==> src/rtl/uart_tx_pkg.sv <==
package uart_tx_pkg;

    typedef enum logic [2:0] {
        ST_IDLE,
        ST_START,
        ST_DATA,
        ST_PARITY,
        ST_STOP,
        ST_BREAK
    } tx_state_t;

    typedef enum logic [1:0] {
        PAR_NONE  = 2'd0,
        PAR_EVEN  = 2'd1,
        PAR_ODD   = 2'd2,
        PAR_NONE3 = 2'd3
    } par_mode_t;

endpackage

==> src/rtl/uart_tx_hold.sv <==
module uart_tx_hold #(
    parameter int DATA_W = 8
) (
    input  logic              clk,
    input  logic              rst_n,
    input  logic              clr,
    input  logic              load,
    input  logic [DATA_W-1:0] load_data,
    input  logic              take,
    output logic              valid,
    output logic [DATA_W-1:0] data
);

    always_ff @(posedge clk or negedge rst_n) begin
        if (!rst_n) begin
            valid <= 1'b0;
            data  <= '0;
        end else if (clr) begin
            valid <= 1'b0;
        end else if (load) begin
            valid <= 1'b1;
            data  <= load_data;
        end else if (take) begin
            valid <= 1'b0;
        end
    end

endmodule

==> src/rtl/uart_tx_engine.sv <==
module uart_tx_engine
    import uart_tx_pkg::*;
#(
    parameter int DATA_W    = 8,
    parameter int LEN_SEL_W = 2
) (
    input  logic                 clk,
    input  logic                 rst_n,
    input  logic                 tick,
    input  logic                 abort,
    input  logic                 start_ok,
    input  logic                 brk_req,
    input  logic                 hold_valid,
    input  logic [DATA_W-1:0]    hold_data,
    input  logic [LEN_SEL_W-1:0] cfg_len,
    input  logic [1:0]           cfg_par,
    input  logic                 cfg_two_stop,
    output logic                 take,
    output logic                 txd,
    output logic                 idle
);

    localparam int CNT_W   = $clog2(DATA_W);
    localparam int MIN_LEN = DATA_W - (1 << LEN_SEL_W) + 1;

    tx_state_t         state_q, state_d;
    logic [DATA_W-1:0] sh_q, sh_d;
    logic [CNT_W-1:0]  cnt_q, cnt_d;
    logic              stop_q, stop_d;
    logic              par_q, par_d;
    logic              txd_q, txd_d;
    logic              load_now;

    logic [CNT_W-1:0]  last_idx;
    logic [DATA_W-1:0] mask;
    logic              par_on, par_calc, frame_end, boundary;

    // frame geometry and the decision point shared by IDLE and the last stop bit
    always_comb begin
        last_idx = CNT_W'(MIN_LEN - 1) + CNT_W'(cfg_len);
        for (int k = 0; k < DATA_W; k++) begin
            mask[k] = (CNT_W'(k) <= last_idx);
        end
        par_on    = (cfg_par == PAR_EVEN) || (cfg_par == PAR_ODD);
        par_calc  = (^(hold_data & mask)) ^ (cfg_par == PAR_ODD);
        frame_end = (state_q == ST_STOP) && (!cfg_two_stop || stop_q);
        boundary  = tick && ((state_q == ST_IDLE) || frame_end);
    end

    // next-state process
    always_comb begin
        state_d  = state_q;
        sh_d     = sh_q;
        cnt_d    = cnt_q;
        stop_d   = stop_q;
        par_d    = par_q;
        txd_d    = txd_q;
        load_now = 1'b0;
        if (abort) begin
            state_d = ST_IDLE;                      // reset transition
            txd_d   = 1'b1;
        end else if (boundary) begin
            if (brk_req) begin                      // break entry
                state_d = ST_BREAK;
                txd_d   = 1'b0;
            end else if (start_ok && hold_valid) begin  // launch
                state_d  = ST_START;
                txd_d    = 1'b0;
                sh_d     = hold_data & mask;
                par_d    = par_calc;
                load_now = 1'b1;
            end else begin                          // settle
                state_d = ST_IDLE;
                txd_d   = 1'b1;
            end
        end else if (tick) begin
            unique case (state_q)
                ST_START: begin                     // first bit
                    state_d = ST_DATA;
                    txd_d   = sh_q[0];
                    sh_d    = sh_q >> 1;
                    cnt_d   = '0;
                end
                ST_DATA: begin
                    if (cnt_q == last_idx) begin    // data end
                        if (par_on) begin
                            state_d = ST_PARITY;
                            txd_d   = par_q;
                        end else begin
                            state_d = ST_STOP;
                            txd_d   = 1'b1;
                            stop_d  = 1'b0;
                        end
                    end else begin                  // data advance
                        cnt_d = cnt_q + 1'b1;
                        txd_d = sh_q[0];
                        sh_d  = sh_q >> 1;
                    end
                end
                ST_PARITY: begin                    // parity end
                    state_d = ST_STOP;
                    txd_d   = 1'b1;
                    stop_d  = 1'b0;
                end
                ST_STOP: begin                      // second stop
                    stop_d = 1'b1;
                end
                ST_BREAK: begin
                    if (!brk_req) begin             // break exit
                        state_d = ST_IDLE;
                        txd_d   = 1'b1;
                    end
                end
                default: begin
                end
            endcase
        end
    end

    // state register process
    always_ff @(posedge clk or negedge rst_n) begin
        if (!rst_n) begin
            state_q <= ST_IDLE;
            sh_q    <= '0;
            cnt_q   <= '0;
            stop_q  <= 1'b0;
            par_q   <= 1'b0;
            txd_q   <= 1'b1;
        end else begin
            state_q <= state_d;
            sh_q    <= sh_d;
            cnt_q   <= cnt_d;
            stop_q  <= stop_d;
            par_q   <= par_d;
            txd_q   <= txd_d;
        end
    end

    // output process
    always_comb begin
        take = load_now;
        txd  = txd_q;
        idle = (state_q == ST_IDLE);
    end

endmodule

==> src/rtl/uart_tx_flow.sv <==
module uart_tx_flow
    import uart_tx_pkg::*;
#(
    parameter int DATA_W = 8
) (
    input  logic              clk,
    input  logic              rst_n,
    input  logic              bit_tick,
    input  logic              wr_en,
    input  logic [DATA_W-1:0] wr_data,
    input  logic              cmd_enable,
    input  logic              cmd_disable,
    input  logic              cmd_reset,
    input  logic              cmd_break_on,
    input  logic              cmd_break_off,
    input  logic [1:0]        cfg_len,
    input  logic [1:0]        cfg_par,
    input  logic              cfg_two_stop,
    input  logic              cfg_cts_en,
    input  logic              cfg_irq_en,
    input  logic              cts_n,
    output logic              txd,
    output logic              tx_ready,
    output logic              tx_empty,
    output logic              irq
);

    logic              tx_en;
    logic              brk_req;
    logic              hold_valid;
    logic [DATA_W-1:0] hold_data;
    logic              wr_accept;
    logic              take;
    logic              start_ok;
    logic              eng_idle;

    // command handling: reset outranks disable, disable outranks enable
    always_ff @(posedge clk or negedge rst_n) begin
        if (!rst_n) begin
            tx_en   <= 1'b0;
            brk_req <= 1'b0;
        end else if (cmd_reset) begin
            tx_en   <= 1'b0;
            brk_req <= 1'b0;
        end else begin
            if (cmd_disable)       tx_en <= 1'b0;
            else if (cmd_enable)   tx_en <= 1'b1;
            if (cmd_break_off)     brk_req <= 1'b0;
            else if (cmd_break_on) brk_req <= 1'b1;
        end
    end

    always_comb begin
        wr_accept = wr_en && tx_en && !hold_valid;
        start_ok  = tx_en && (!cfg_cts_en || !cts_n);
        tx_ready  = tx_en && !hold_valid;
        tx_empty  = eng_idle && !hold_valid;
        irq       = cfg_irq_en && tx_ready;
    end

    uart_tx_hold #(.DATA_W(DATA_W)) u_hold (
        .clk       (clk),
        .rst_n     (rst_n),
        .clr       (cmd_reset),
        .load      (wr_accept),
        .load_data (wr_data),
        .take      (take),
        .valid     (hold_valid),
        .data      (hold_data)
    );

    uart_tx_engine #(.DATA_W(DATA_W), .LEN_SEL_W(2)) u_eng (
        .clk          (clk),
        .rst_n        (rst_n),
        .tick         (bit_tick),
        .abort        (cmd_reset),
        .start_ok     (start_ok),
        .brk_req      (brk_req),
        .hold_valid   (hold_valid),
        .hold_data    (hold_data),
        .cfg_len      (cfg_len),
        .cfg_par      (cfg_par),
        .cfg_two_stop (cfg_two_stop),
        .take         (take),
        .txd          (txd),
        .idle         (eng_idle)
    );

endmodule

==> config.mk <==
export PLATFORM = sky130hd
export DESIGN_NAME = uart_tx_flow
export DESIGN_NICKNAME = d
export VERILOG_FILES = /design/src/rtl/uart_tx_pkg.sv /design/src/rtl/uart_tx_hold.sv /design/src/rtl/uart_tx_engine.sv /design/src/rtl/uart_tx_flow.sv
export SDC_FILE = /design/constraint.sdc
export NUM_CORES = 1
export LEC_CHECK = 0
export ABC_AREA = 1
export BUFFER_PORTS_ARGS = -buffer_cell sky130_fd_sc_hd__buf_2
export CAP_MARGIN = 15
export CORE_AREA = 2 2 86 88
export CTS_CLUSTER_DIAMETER = 60
export DETAILED_ROUTE_END_ITERATION = 8
export DIE_AREA = 0 0 88 90
export GPL_ROUTABILITY_DRIVEN = 0
export PLACE_DENSITY = 0.48
export RECOVER_POWER = 100
export SKIP_LAST_GASP = 1
export SLEW_MARGIN = 10
export SYNTH_ARGS = -nofsm -noshare
export SYNTH_HDL_FRONTEND = slang
export SYNTH_SLANG_ARGS = --single-unit
==> constraint.sdc <==
create_clock -name clk -period 2.45 [get_ports clk]
set_input_delay 0.1225 -clock clk [delete_from_list [all_inputs] [get_ports clk]]
set_output_delay 0.1225 -clock clk [all_outputs]
set_load 0.01 [all_outputs]
# ---- After elaboration in Yosys (flattened, before gate mapping)
# Cells that the tools add are included.
dict set report classes {
  n_addsub 2
  n_mul 0
  div 0
  magnitude_cmp 8
  eq_ne 16
  n_shift 0
  mux 42
  bitwise 5
  n_reduce_logical 35
}
# op n
set ops {}
lappend ops {{$mux 8} 5}
lappend ops {{$mux 1} 24}
lappend ops {{$mux 3} 8}
lappend ops {{$reduce_bool 3->1} 6}
lappend ops {{$pmux 8 s2} 1}
lappend ops {{$le 3x3->1 const A} 4}
lappend ops {{$pmux 3 s4} 1}
lappend ops {{$reduce_and 6->1} 2}
lappend ops {{$logic_and 1x1->1} 9}
lappend ops {{$and 8x8->8} 1}
lappend ops {{$ne 2x2->1 const B} 4}
lappend ops {{$reduce_and 4->1} 2}
lappend ops {{$reduce_xor 8->1} 1}
lappend ops {{$eq 3x2->1 const B} 2}
lappend ops {{$eq 3x3->1 const B} 2}
lappend ops {{$le 1x3->1 const A} 2}
lappend ops {{$le 2x3->1 const A} 2}
lappend ops {{$pmux 3 s2} 1}
lappend ops {{$reduce_bool 6->1} 1}
lappend ops {{$reduce_and 5->1} 1}
lappend ops {{$logic_not 1->1} 4}
lappend ops {{$logic_or 1x1->1} 4}
lappend ops {{$ne 4x2->1 const B} 1}
lappend ops {{$ne 4x3->1 const B} 1}
lappend ops {{16 further kinds} 19}
dict set report totals {
  register_bits 28
  latch_bits 0
  ramBits 0
  mem_bits_ro 0
  inputBits 25
  out_inout_bits 4
  wordCells 118
  mem_count 0
}

# ---- Longest topological paths before layout
# Gate-level depths: netlist of run 1.
dict set report logic_depth {
  word_depth 11
  mapped_depth 11
  ltp_nobuf 10
}

# ---- Hierarchy
# A second synthesis of run 1 with hierarchy kept.
dict set report unflattened {
  hier_cells 242
  area_unflattened_um2 1756.7
}
# module n_inst cells_per_inst area_each_um2 seq_area_each_um2
set by_module_without_submodules {}
lappend by_module_without_submodules {uart_tx_engine 1 182 1251.2 426.7}
lappend by_module_without_submodules {uart_tx_hold 1 39 374.1 225.2}
lappend by_module_without_submodules {uart_tx_flow 1 21 131.4 50.0}

# ---- Worst setup path after synthesis of run 1
# OpenSTA, ideal clock, no wires.
dict set report synth_path {
  path_type {register to register}
  start {register u_eng.state_q[0]}
  end {register u_eng.sh_q[0]}
  setup_time_ns 0.117
  t_arrival_ns 1.330
  t_required_ns 2.333
  setup_slack_ns 1.003
  stages_incl_launch_ff 9
  n_path_buf 0
  synth_period_minus_slack_ns 1.447
  cell_sequence {dfrtp_1 > nor2_2 > nand3_4 > nor2_2 > o21ai_2 > nor2_8 > nand2_4 > nand2_1 > nand2_1}
}
dict set report synth_via {
  elab_chain_cells 6
  elab_cells_between_ends 16
  classes_between {eq/ne: 6; mux: 3; reduce/logical: 7}
}
# item line
set synth_lines {}
lappend synth_lines {{from (decl)} uart_tx_engine.sv:26} ;# tx_state_t state_q, state_d;
lappend synth_lines {{from (signal assigned)} uart_tx_engine.sv:130} ;# state_q <= state_d;
lappend synth_lines {{$eq 3x3->1} uart_tx_engine.sv:46} ;# frame_end = (state_q == ST_STOP) && (!cfg_two_stop || stop_q);
lappend synth_lines {{$logic_and 1x1->1} uart_tx_engine.sv:46}
lappend synth_lines {{$logic_or 1x1->1} uart_tx_engine.sv:47} ;# boundary = tick && ((state_q == ST_IDLE) || frame_end);
lappend synth_lines {{$logic_and 1x1->1} uart_tx_engine.sv:47}
lappend synth_lines {{$ne 3x2->1 (no source line) (tied with other cells)} --}
lappend synth_lines {{$reduce_and 6->1 (no source line)} --}
lappend synth_lines {{to (signal assigned)} uart_tx_engine.sv:124} ;# sh_q <= '0;
lappend synth_lines {{to (signal assigned)} uart_tx_engine.sv:131} ;# sh_q <= sh_d;
lappend synth_lines {{to (decl)} uart_tx_engine.sv:27} ;# logic [DATA_W-1:0] sh_q, sh_d;
# Parallel ways exist; a longest one is shown, timed or not. The select of a mux whose other input is x is not followed.
# A chain may end at the register's enable or synchronous reset.

# ---- Worst setup path in the final report of run 1
dict set report layout_path {
  start {register u_eng.state_q[0]}
  end {register u_eng.sh_q[7]}
}
# Same word-level chain as after synthesis.

==> results.json, run 1 <==
{
  "cts_buffers": 3,
  "m1WireLength_um": 1760,
  "postSynthNetCount": 249,
  "slew_headroom": -0.0361,
  "leading_cell_type_in_the_layout_fill_and_taps_excluded": "nand2_1",
  "cts_htree_levels": 1,
  "slew_viol_final": 29,
  "placeable_core_area_um2": 7020,
  "finalWirelength_um": 3790,
  "post_route_cells_drive_above_1_share": 0.177,
  "grt_first_pass_wirelength_um": 6580,
  "antenna_left": 0,
  "number_of_buffers_added_for_setup_after_cts": 0,
  "die_area_um2": 7920,
  "grt.overflow.total": 0,
  "synth.mux.area_fraction": 0.0334,
  "final_cells": 353,
  "timing.clock.skew_ns": 0.00717,
  "placed_cells": 346,
  "placement.io_buffers": 28,
  "period_utilization": 0.769,
  "ys_ff_latch": 28,
  "synth_top_family_by_area": "simple AND/OR/NAND/NOR gates",
  "holdWs_ns": 0.0706,
  "hold_depth": 2,
  "die_height_um": 90,
  "crit_path_start_kind": "flop",
  "leakage_nw": 0.997,
  "ctsRootBufferMaster": "clkbuf_8",
  "cp.arrival_ns": 2.05,
  "cp-startpoint": "u_eng.state_q[0]",
  "rows": 31,
  "antenna_found_initial": 0,
  "vias_in_the_first_global_route": 1402,
  "grt_setup_unrepaired": "false",
  "vdd_ir_drop_max_mv": 0.326,
  "routed_wire_length_per_instance_um": 10.7,
  "worst_hold_path.endpoint": "u_hold.data[1]",
  "synth_to_final_area_change_pct": 17.8,
  "synth.distinct_cells": 31,
  "num_antenna_cells": 0,
  "cellPowerDensity_nw_per_um2": 883,
  "cts.sink_count": 28,
  "wl_met2_um": 1920,
  "tritoncts": "yes",
  "worst-slew-pin-transition_ns": 1.55,
  "cp.required_ns": 2.62,
  "postSynthAreaPerCell_um2": 7.60,
  "nets": 282,
  "synth-warning-count": 0,
  "rr_worst_depth": 8,
  "uppermost_metal_layer_occupied_by_signal_nets": "met4",
  "fin_crit_ns": 1.88,
  "worst_r2r_endpoint": "u_eng.sh_q[7]",
  "clock_tree.buffer_depth": 2,
  "post_synth_xor_area_fraction": 0.0312,
  "drt_iter0_markers": 65,
  "worstSetupEndpointType": "flop",
  "post_synth_instance_area_um2": 1690,
  "mostFrequentLayoutCells": "nand2_1 (68), dfrtp_1 (27), inv_1 (25), buf_2 (24), nand3_1 (21)",
  "globalRouteTotalUtil": 0.103,
  "timing.final.hold_violations": 0,
  "path_class": "reg -> reg",
  "report.power.total_mw": 1.75,
  "setup_violations": 0,
  "post_drt_via_cell_ratio": 4.16,
  "totalNegativeSetupSlack_ns": 0,
  "max_clock_freq_mhz": 531,
  "post_synth_fa_ha_maj_area_fraction": 0.0148,
  "vias": 1467,
  "post_synth_and_or_nand_nor_area_fraction": 0.341,
  "compound_gate_portion_of_the_synthesized_area": 0.0883,
  "hpwl_um": 2930,
  "run_status": "complete, but fails checks",
  "hold_path_startpoint": "wr_data[1]",
  "timing.rr.start": "u_eng.state_q[0]",
  "reported_max_cap_violation_count": 1,
  "die_x_um": 88,
  "route.detailed.drc": 0,
  "clk_pin_slew_worst_paths_ns": 0.10,
  "critPathMaxFanout": 19,
  "clk-insertion-delay-late_ns": 0.27,
  "ff2ff_setup_slack_ns": 0.57,
  "grt_max_degree": 29,
  "hold_removal_path_class": "in -> reg",
  "synth.yosys.seq_area_share": 0.416,
  "count_of_mapped_cells_out_of_synthesis": 222,
  "failed_checks": "capacitance limit, slew limit",
  "initial_core_util": 0.240,
  "route.met3.wl_um": 86,
  "ios": 29,
  "drt-pass1-iter-count": 4
}
==> worst max-delay path by stage <==
stage,slack (ns),to
after floorplan,1.00,u_eng.sh_q[0]
after global placement,0.75,u_eng.sh_q[5]
after detailed placement,0.71,u_eng.sh_q[7]
after CTS,0.69,u_eng.sh_q[7]
after global routing,0.35,u_eng.sh_q[2]
final,0.57,u_eng.sh_q[7]
==> Yosys cell counts, drive strengths merged <==
library cell	number	area [µm²]
nor3	4	20.0
xor2	3	26.3
a21oi	8	40.0
nor3b	1	7.51
inv	28	105
dfrtp	27	676
o21ai	18	101
ha	2	25.0
o211ai	1	7.51
or2	2	12.5
nor2	20	109
nand2	70	273
xnor2	3	26.3
nand3b	1	7.51
nand3	22	128
nand4	3	18.8
mux2	5	56.3
buf	3	21.3
dfstp	1	26.3
==> state kept, by name, summed over array words and instances (netlist names) <==
signal	count
tx_en	1
u_eng.par_q	1
u_hold.data	8
brk_req	1
u_hold.valid	1
u_eng.cnt_q	3
u_eng.txd	1
u_eng.sh_q	8
u_eng.state_q	3
u_eng.stop_q	1
==> timing repair <==
| item | in CTS | in global routing |
|---|---|---|
| resized for setup | 0 | 0 |
| endpoints found under the hold margin | 29 | 0 |
| hold buffers | 3 | 0 |
==> where the power goes <==
| group | switching (mW) | total [mW] | internal [mW] |
|---|---|---|---|
| clock | 0.144 | 0.261 | 0.117 |
| combinational | 0.482 | 0.771 | 0.290 |
| sequential | 0.118 | 0.722 | 0.604 |
| total | 0.744 | 1.75 | 1.01 |
==> logic make-up after synthesis <==
logic type      count (synthesis)
xor+xnor                        6
simple gates                  123
flops                          28
compound gates                 27
mux                             5
fa+ha+maj                       2
buf+inv                        31
==> per-layer routing <==
layer  global-route usage  vias to the layer above
met2                0.174                       12
met3               0.0147                        2
met5                    0                        -
met1                0.137                      678
li1                     -                      775
met4               0.0269                        0
==> metrics by stage <==
step / utilization / setup WS (ns) / instance area, µm²
finish: 0.283 / 0.565 / 1990
global route: 0.283 / 0.350 / 1990
CTS: 0.286 / 0.690 / 2000
detailed placement: 0.275 / 0.705 / 1930
global placement: 0.275 / 0.750 / 1930
floorplan: - / 1.00 / 1690
==> worst max-delay path, stage by stage (launching register included) <==
cell and delay (ns):
dfrtp_1 0.46, nor2_1 0.27, nand3_4 0.24, nor2_1 0.26, o21ai_2 0.12, nor2_8 0.17
nand2_4 0.11, nand2_1 0.09, nand2_1 0.05
==> layout make-up <==
| class | count | area, µm² |
|---|---|---|
| Fill cell | 775 | 5030 |
| Multi-Input combinational cell | 163 | 846 |
| Sequential cell | 28 | 702 |
| Timing Repair Buffer | 31 | 165 |
| Tap cell | 99 | 124 |
| Inverter | 28 | 105 |
| Clock buffer | 4 | 45.0 |
Power figures use the tool's default switching activity.
==> run 2: changes to the inputs <==
==> constraint.sdc (replaced) <==
create_clock -name clk -period 2 [get_ports clk]
set_input_delay 0.1 -clock clk [delete_from_list [all_inputs] [get_ports clk]]
set_output_delay 0.1 -clock clk [all_outputs]
set_load 0.01 [all_outputs]
==> run 2 against run 1 <==
  * The run now ends clean
  * Maximum frequency is 9.9% higher
  * Die area is the same
  * Sequential share of layout area fell by 0.35 points
  * Critical path depth stayed put
  * Utilization rose by 0.29 points
  * Power is 24% higher
  * Via count is 1.4% higher
  * Design area is 1.0% higher
  * Non-clock buffer count increased by 2
  * Critical endpoint is now u_eng.sh_q[6]
  * Largest power group unchanged
==> results.json, run 2 (same netlist as run 1, synthesis figures left out) <==
{
  "grt_first_pass_wirelength_um": 6680,
  "leakage_nw": 1.00,
  "die_area_um2": 7920,
  "placed_cells": 348,
  "cts.sink_count": 28,
  "max_clock_freq_mhz": 583,
  "tritoncts": "yes",
  "initial_core_util": 0.240,
  "fin_crit_ns": 1.72,
  "post_drt_via_cell_ratio": 4.19,
  "ff2ff_setup_slack_ns": 0.28,
  "period_utilization": 0.858,
  "clk-insertion-delay-late_ns": 0.28,
  "setup_violations": 0,
  "cts_htree_levels": 1,
  "post_route_cells_drive_above_1_share": 0.199,
  "timing.rr.start": "u_eng.state_q[0]",
  "cp-startpoint": "u_eng.state_q[0]",
  "die_height_um": 90,
  "clock_tree.buffer_depth": 2,
  "die_x_um": 88,
  "grt_setup_unrepaired": "false",
  "mostFrequentLayoutCells": "nand2_1 (68), dfrtp_1 (27), buf_2 (25), inv_1 (23), nand3_1 (20)",
  "worst-slew-pin-transition_ns": 0.729,
  "vias_in_the_first_global_route": 1417,
  "drt_iter0_markers": 72,
  "antenna_found_initial": 0,
  "crit_path_start_kind": "flop",
  "layout_top_registers": "u_eng.sh_q: 8 flops, u_hold.data: 8 flops",
  "num_antenna_cells": 0,
  "hold_removal_path_class": "in -> reg",
  "nets": 284,
  "vdd_ir_drop_max_mv": 0.347,
  "routed_wire_length_per_instance_um": 10.7,
  "drt-pass1-iter-count": 4,
  "ios": 29,
  "rows": 31,
  "grt.overflow.total": 0,
  "route.detailed.drc": 0,
  "ctsRootBufferMaster": "clkbuf_8",
  "crit_end": "u_eng.sh_q[6]",
  "number_of_buffers_added_for_setup_after_cts": 0,
  "slew_viol_final": 0,
  "final_cells": 355,
  "hpwl_um": 2940,
  "path_class": "reg -> reg",
  "run_status": "finished clean",
  "timing.final.hold_violations": 0,
  "totalNegativeSetupSlack_ns": 0,
  "grt_max_degree": 29,
  "finalWirelength_um": 3800,
  "cp.required_ns": 2.17,
  "worstSetupEndpointType": "flop",
  "placement.io_buffers": 28,
  "clk_pin_slew_worst_paths_ns": 0.10,
  "reported_max_cap_violation_count": 0,
  "cp.arrival_ns": 1.88,
  "synth_to_final_area_change_pct": 19.0,
  "worst_r2r_endpoint": "u_eng.sh_q[6]",
  "timing.clock.skew_ns": 0.00704,
  "rr_worst_depth": 8,
  "cts_buffers": 3,
  "leading_cell_type_in_the_layout_fill_and_taps_excluded": "nand2_1",
  "placeable_core_area_um2": 7020,
  "vias": 1487,
  "cellPowerDensity_nw_per_um2": 1080,
  "critPathMaxFanout": 9,
  "globalRouteTotalUtil": 0.105,
  "slew_headroom": 0.514,
  "antenna_left": 0
}
run 2: changes by cell type in the layout (fill, tap and decap cells not counted), sizes merged:
cell  delta
buf      +2
run 2: layer usage:
metal	routed length, µm	global-route usage
met5	0	0
met4	24	0.0269
met3	75	0.0138
met2	1950	0.184
met1	1750	0.134
run 2: how the worst min path moves through the flow:
stage | from | end | cells past startpoint
global placement | rst_n | u_hold.data[4] | 1
global route | wr_data[6] | u_hold.data[6] | 2
floorplan | rst_n | brk_req | 0
detailed placement | rst_n | u_hold.data[4] | 1
CTS | wr_data[1] | u_hold.data[1] | 2
finish | wr_data[1] | u_hold.data[1] | 2
run 2: per-stage QoR:
| stage | hold slack (ns) | setup WS (ns) | area [µm²] | utilization | power, mW |
|---|---|---|---|---|---|
| 2_1_floorplan | -0.196 | 0.553 | 1690 | - | 1.65 |
| 3_3_place_gp | 0.173 | 0.363 | 1940 | 0.277 | 1.88 |
| 3_5_place_dp | 0.181 | 0.363 | 1940 | 0.277 | 1.88 |
| 4_1_cts | 0.0327 | 0.344 | 2020 | 0.288 | 2.22 |
| 5_1_grt | 0.0398 | 0.0946 | 2010 | 0.286 | 2.41 |
| 6_report | 0.0447 | 0.285 | 2010 | 0.286 | 2.17 |
run 2: worst max-delay path, stage by stage, from the launching register on:
cell	delay, ns
dfrtp_1	0.47
nor2_2	0.20
nand3_4	0.16
nor2_1	0.25
o21ai_2	0.13
nor2_8	0.18
nand2_4	0.11
nand2_1	0.07
nand2_1	0.05
run 2: power by group:
| group | total (mW) | internal (mW) | switching, mW |
|---|---|---|---|
| combinational | 0.952 | 0.369 | 0.583 |
| clock | 0.327 | 0.143 | 0.184 |
| sequential | 0.893 | 0.738 | 0.155 |
run 2: layout make-up:
| class | count | area (µm²) |
|---|---|---|
| flip-flops and latches | 28 | 702 |
| inverters | 28 | 105 |
| well taps | 99 | 124 |
| clock buffers | 4 | 45.0 |
| multi-input cells | 163 | 852 |
| repair buffers | 33 | 179 |
| fillers | 775 | 5010 |
run 2: timing repair:
item                       4_1_cts  5_1_grt
hold buffers                     3        0
gates resized for setup          0        0
hold endpoints to repair        29        0
setup endpoints to repair        0        0
==> run 3: changes to the inputs <==
--- a/config.mk
+++ b/config.mk
@@ -5,13 +5,12 @@
 export SDC_FILE = /design/constraint.sdc
 export NUM_CORES = 1
 export LEC_CHECK = 0
-export ABC_AREA = 1
 export BUFFER_PORTS_ARGS = -buffer_cell sky130_fd_sc_hd__buf_2
 export CAP_MARGIN = 15
-export CORE_AREA = 2 2 86 88
+export CORE_AREA = 2 2 84 86
 export CTS_CLUSTER_DIAMETER = 60
 export DETAILED_ROUTE_END_ITERATION = 8
-export DIE_AREA = 0 0 88 90
+export DIE_AREA = 0 0 86 88
 export GPL_ROUTABILITY_DRIVEN = 0
 export PLACE_DENSITY = 0.48
 export RECOVER_POWER = 100
==> run 3 against run 2 <==
  * Clock skew is 0.00094 ns lower
  * Combinational power is 52% lower
  * Worst hold slack worse by 0.028 ns
  * Sequential power is 14% lower
  * Power is 22% lower
  * Design area is 3.6% lower
  * Largest cell class unchanged
  * Largest power group is now sequential cells
==> results.json, run 3 <==
{
  "run_status": "finished clean",
  "timing.final.hold_violations": 0,
  "path_class": "reg -> reg",
  "timing.clock.skew_ns": 0.00610,
  "cts_htree_levels": 1,
  "leakage_nw": 0.868,
  "finalWirelength_um": 3370,
  "yosys.area.top_type": "dfrtp_1",
  "synth.distinct_cells": 42,
  "count_of_mapped_cells_out_of_synthesis": 150,
  "hold_removal_path_class": "in -> reg",
  "slew_viol_final": 0,
  "rows": 30,
  "globalRouteTotalUtil": 0.0975,
  "post_route_cells_drive_above_1_share": 0.337,
  "dpl_worst_slack_ns": 0.264,
  "worstSetupEndpointType": "flop",
  "final_cells": 261,
  "count_of_flip_flops_with_a_built_in_enable_after_synthesis": 0,
  "cp.required_ns": 2.17,
  "period_utilization": 0.910,
  "initial_core_util": 0.244,
  "setup_violations": 0,
  "routed_wire_length_per_instance_um": 12.9,
  "rr_worst_depth": 5,
  "postSynthAreaPerCell_um2": 10.8,
  "postSynthNetCount": 177,
  "antenna_left": 0,
  "max_clock_freq_mhz": 549,
  "totalNegativeSetupSlack_ns": 0,
  "critPathMaxFanout": 8,
  "grt_first_pass_wirelength_um": 5840,
  "cts.sink_count": 28,
  "slew_headroom": 0.567,
  "synth_commonest_cells": "dfrtp_1 (27), mux2_2 (13), nand2_1 (12)",
  "clk_pin_slew_worst_paths_ns": 0.11,
  "clock_tree.buffer_depth": 2,
  "worst_path_max_delay_cell": "dfrtp_1",
  "vias_in_the_first_global_route": 1221,
  "tritoncts": "yes",
  "max_stage_delay_ns": 0.50,
  "fin_crit_ns": 1.82,
  "ff2ff_setup_slack_ns": 0.18,
  "yosysTopAreaCellShare": 0.416,
  "worst_r2r_endpoint": "u_eng.sh_q[5]",
  "vdd_ir_drop_max_mv": 0.349,
  "drt_iter0_markers": 45,
  "primary_flip_flop_cell_chosen_by_synthesis_mapping": "dfrtp_1",
  "drt-pass1-iter-count": 2,
  "synth.yosys.seq_area_share": 0.433,
  "ctsRootBufferMaster": "clkbuf_8",
  "cp.arrival_ns": 1.99,
  "synth-warning-count": 0,
  "ys_ff_latch": 28,
  "grt.overflow.total": 0,
  "post_synth_instance_area_um2": 1620,
  "hpwl_um": 2480,
  "worst-slew-pin-transition_ns": 0.649,
  "post_drt_via_cell_ratio": 4.42,
  "cellPowerDensity_nw_per_um2": 872,
  "route.detailed.drc": 0,
  "leading_cell_type_in_the_layout_fill_and_taps_excluded": "dfrtp_1",
  "antenna_found_initial": 0,
  "ios": 29,
  "grt_setup_unrepaired": "false",
  "timing.rr.start": "u_eng.state_q[0]",
  "grt_max_degree": 29,
  "die_height_um": 88,
  "clk-insertion-delay-late_ns": 0.28,
  "ctsResizeCount": 0,
  "die_area_um2": 7570,
  "most_used_standard_cell_by_instance_count_after_synthesis": "dfrtp_1",
  "synth_to_final_area_change_pct": 19.2,
  "hold_path_startpoint": "wr_data[5]",
  "layout_top_registers": "u_eng.sh_q: 8 flops, u_hold.data: 8 flops",
  "hold_depth": 3,
  "die_x_um": 86,
  "cts_buffers": 3,
  "num-fill-cells": 711,
  "holdWs_ns": 0.0165,
  "postSynth.asyncResetShare": 1.00,
  "reported_max_cap_violation_count": 0,
  "num_antenna_cells": 0,
  "path_cells": "nand2b_1 > nor2_1 > a21oi_4 > o21ai_2 > mux2_4",
  "worst_hold_path.endpoint": "u_hold.data[5]",
  "worst_slack_ns": 0.180,
  "placed_cells": 254,
  "ys_top_cells_by_area": "dfrtp_1 (42%), mux2_2 (9.0%), mux2_4 (6.5%)",
  "nets": 209,
  "crit_path_start_kind": "flop",
  "mostFrequentLayoutCells": "dfrtp_1 (27), buf_2 (25), mux2_2 (13), nand2_1 (12), a21oi_1 (11)",
  "vias": 1154,
  "placement.io_buffers": 28,
  "placeable_core_area_um2": 6640,
  "layout.core_utilization": 0.291
}
## run 3: cell types whose count changed in the layout (fill, tap and decap cells not counted), sizes merged, moves of 3 or more
cell	change
buf	+3
nand3	-21
o21ai	-8
nor2	-11
nand4	-3
mux2	+15
nand2	-58
inv	-22
xnor2	+7
nand2b	+3
a21oi	+4
## run 3: worst max path at each step
stage	endpoint	cells after the start	slack [ns]	start
floorplan	u_eng.sh_q[0]	6	0.37	u_eng.state_q[1]
global placement	u_eng.sh_q[5]	5	0.27	u_eng.state_q[0]
detailed placement	u_eng.sh_q[2]	5	0.26	u_eng.state_q[0]
CTS	u_eng.sh_q[5]	5	0.25	u_eng.state_q[0]
global route	u_eng.sh_q[3]	5	0.08	u_eng.state_q[0]
finish	u_eng.sh_q[5]	5	0.18	u_eng.state_q[0]
## run 3: final cells by class
cell class,instances,area [µm²],share of cell area
inverters,5,18.8,0.00970
clock inverters,1,30.0,0.0155
repair buffers,35,196,0.102
flip-flops and latches,28,702,0.363
well taps,80,100,0.0517
clock buffers,3,41.3,0.0213
multi-input cells,109,846,0.437
## run 3: cell families after synthesis
group / Yosys count / synth area share
simple gates: 40 / 0.137
compound gates: 34 / 0.150
flops: 28 / 0.433
mux: 22 / 0.167
buf+inv: 13 / 0.0385
xor+xnor: 11 / 0.0594
fa+ha+maj: 2 / 0.0154
## run 3: timing repair
item / in CTS / in global routing
hold endpoints to repair: 29 / 0
hold buffers: 3 / 0
setup buffers: 0 / 0
## run 3: worst max-delay path: cells and delay by family, from the launching register on
family / cells / cell delay [ns]
muxes: 1 / 0.35
and+or+nand+nor: 2 / 0.54
AOI/OAI and AO/OA: 2 / 0.33
DFF: 1 / 0.50
## run 3: report_power, final
part | switching (mW) | internal, mW
logic | 0.179 | 0.276
registers | 0.0961 | 0.672
clock network | 0.195 | 0.268
total | 0.470 | 1.22
## run 3: stage by stage
stage / total power [mW] / area (µm²)
2_1_floorplan: 1.13 / 1620
3_3_place_gp: 1.24 / 1850
3_5_place_dp: 1.24 / 1850
4_1_cts: 1.72 / 1950
5_1_grt: 1.80 / 1930
6_report: 1.69 / 1930
## run 3: routing by layer
metal / part of all wire / wire (µm) / global-route usage / vias to the layer above
met5: 0 / 0 / 0 / -
met4: 0.011 / 38 / 0.0260 / 0
met3: 0.033 / 112 / 0.0264 / 4
met2: 0.47 / 1600 / 0.162 / 14
met1: 0.48 / 1630 / 0.126 / 549
li1: - / - / - / 587
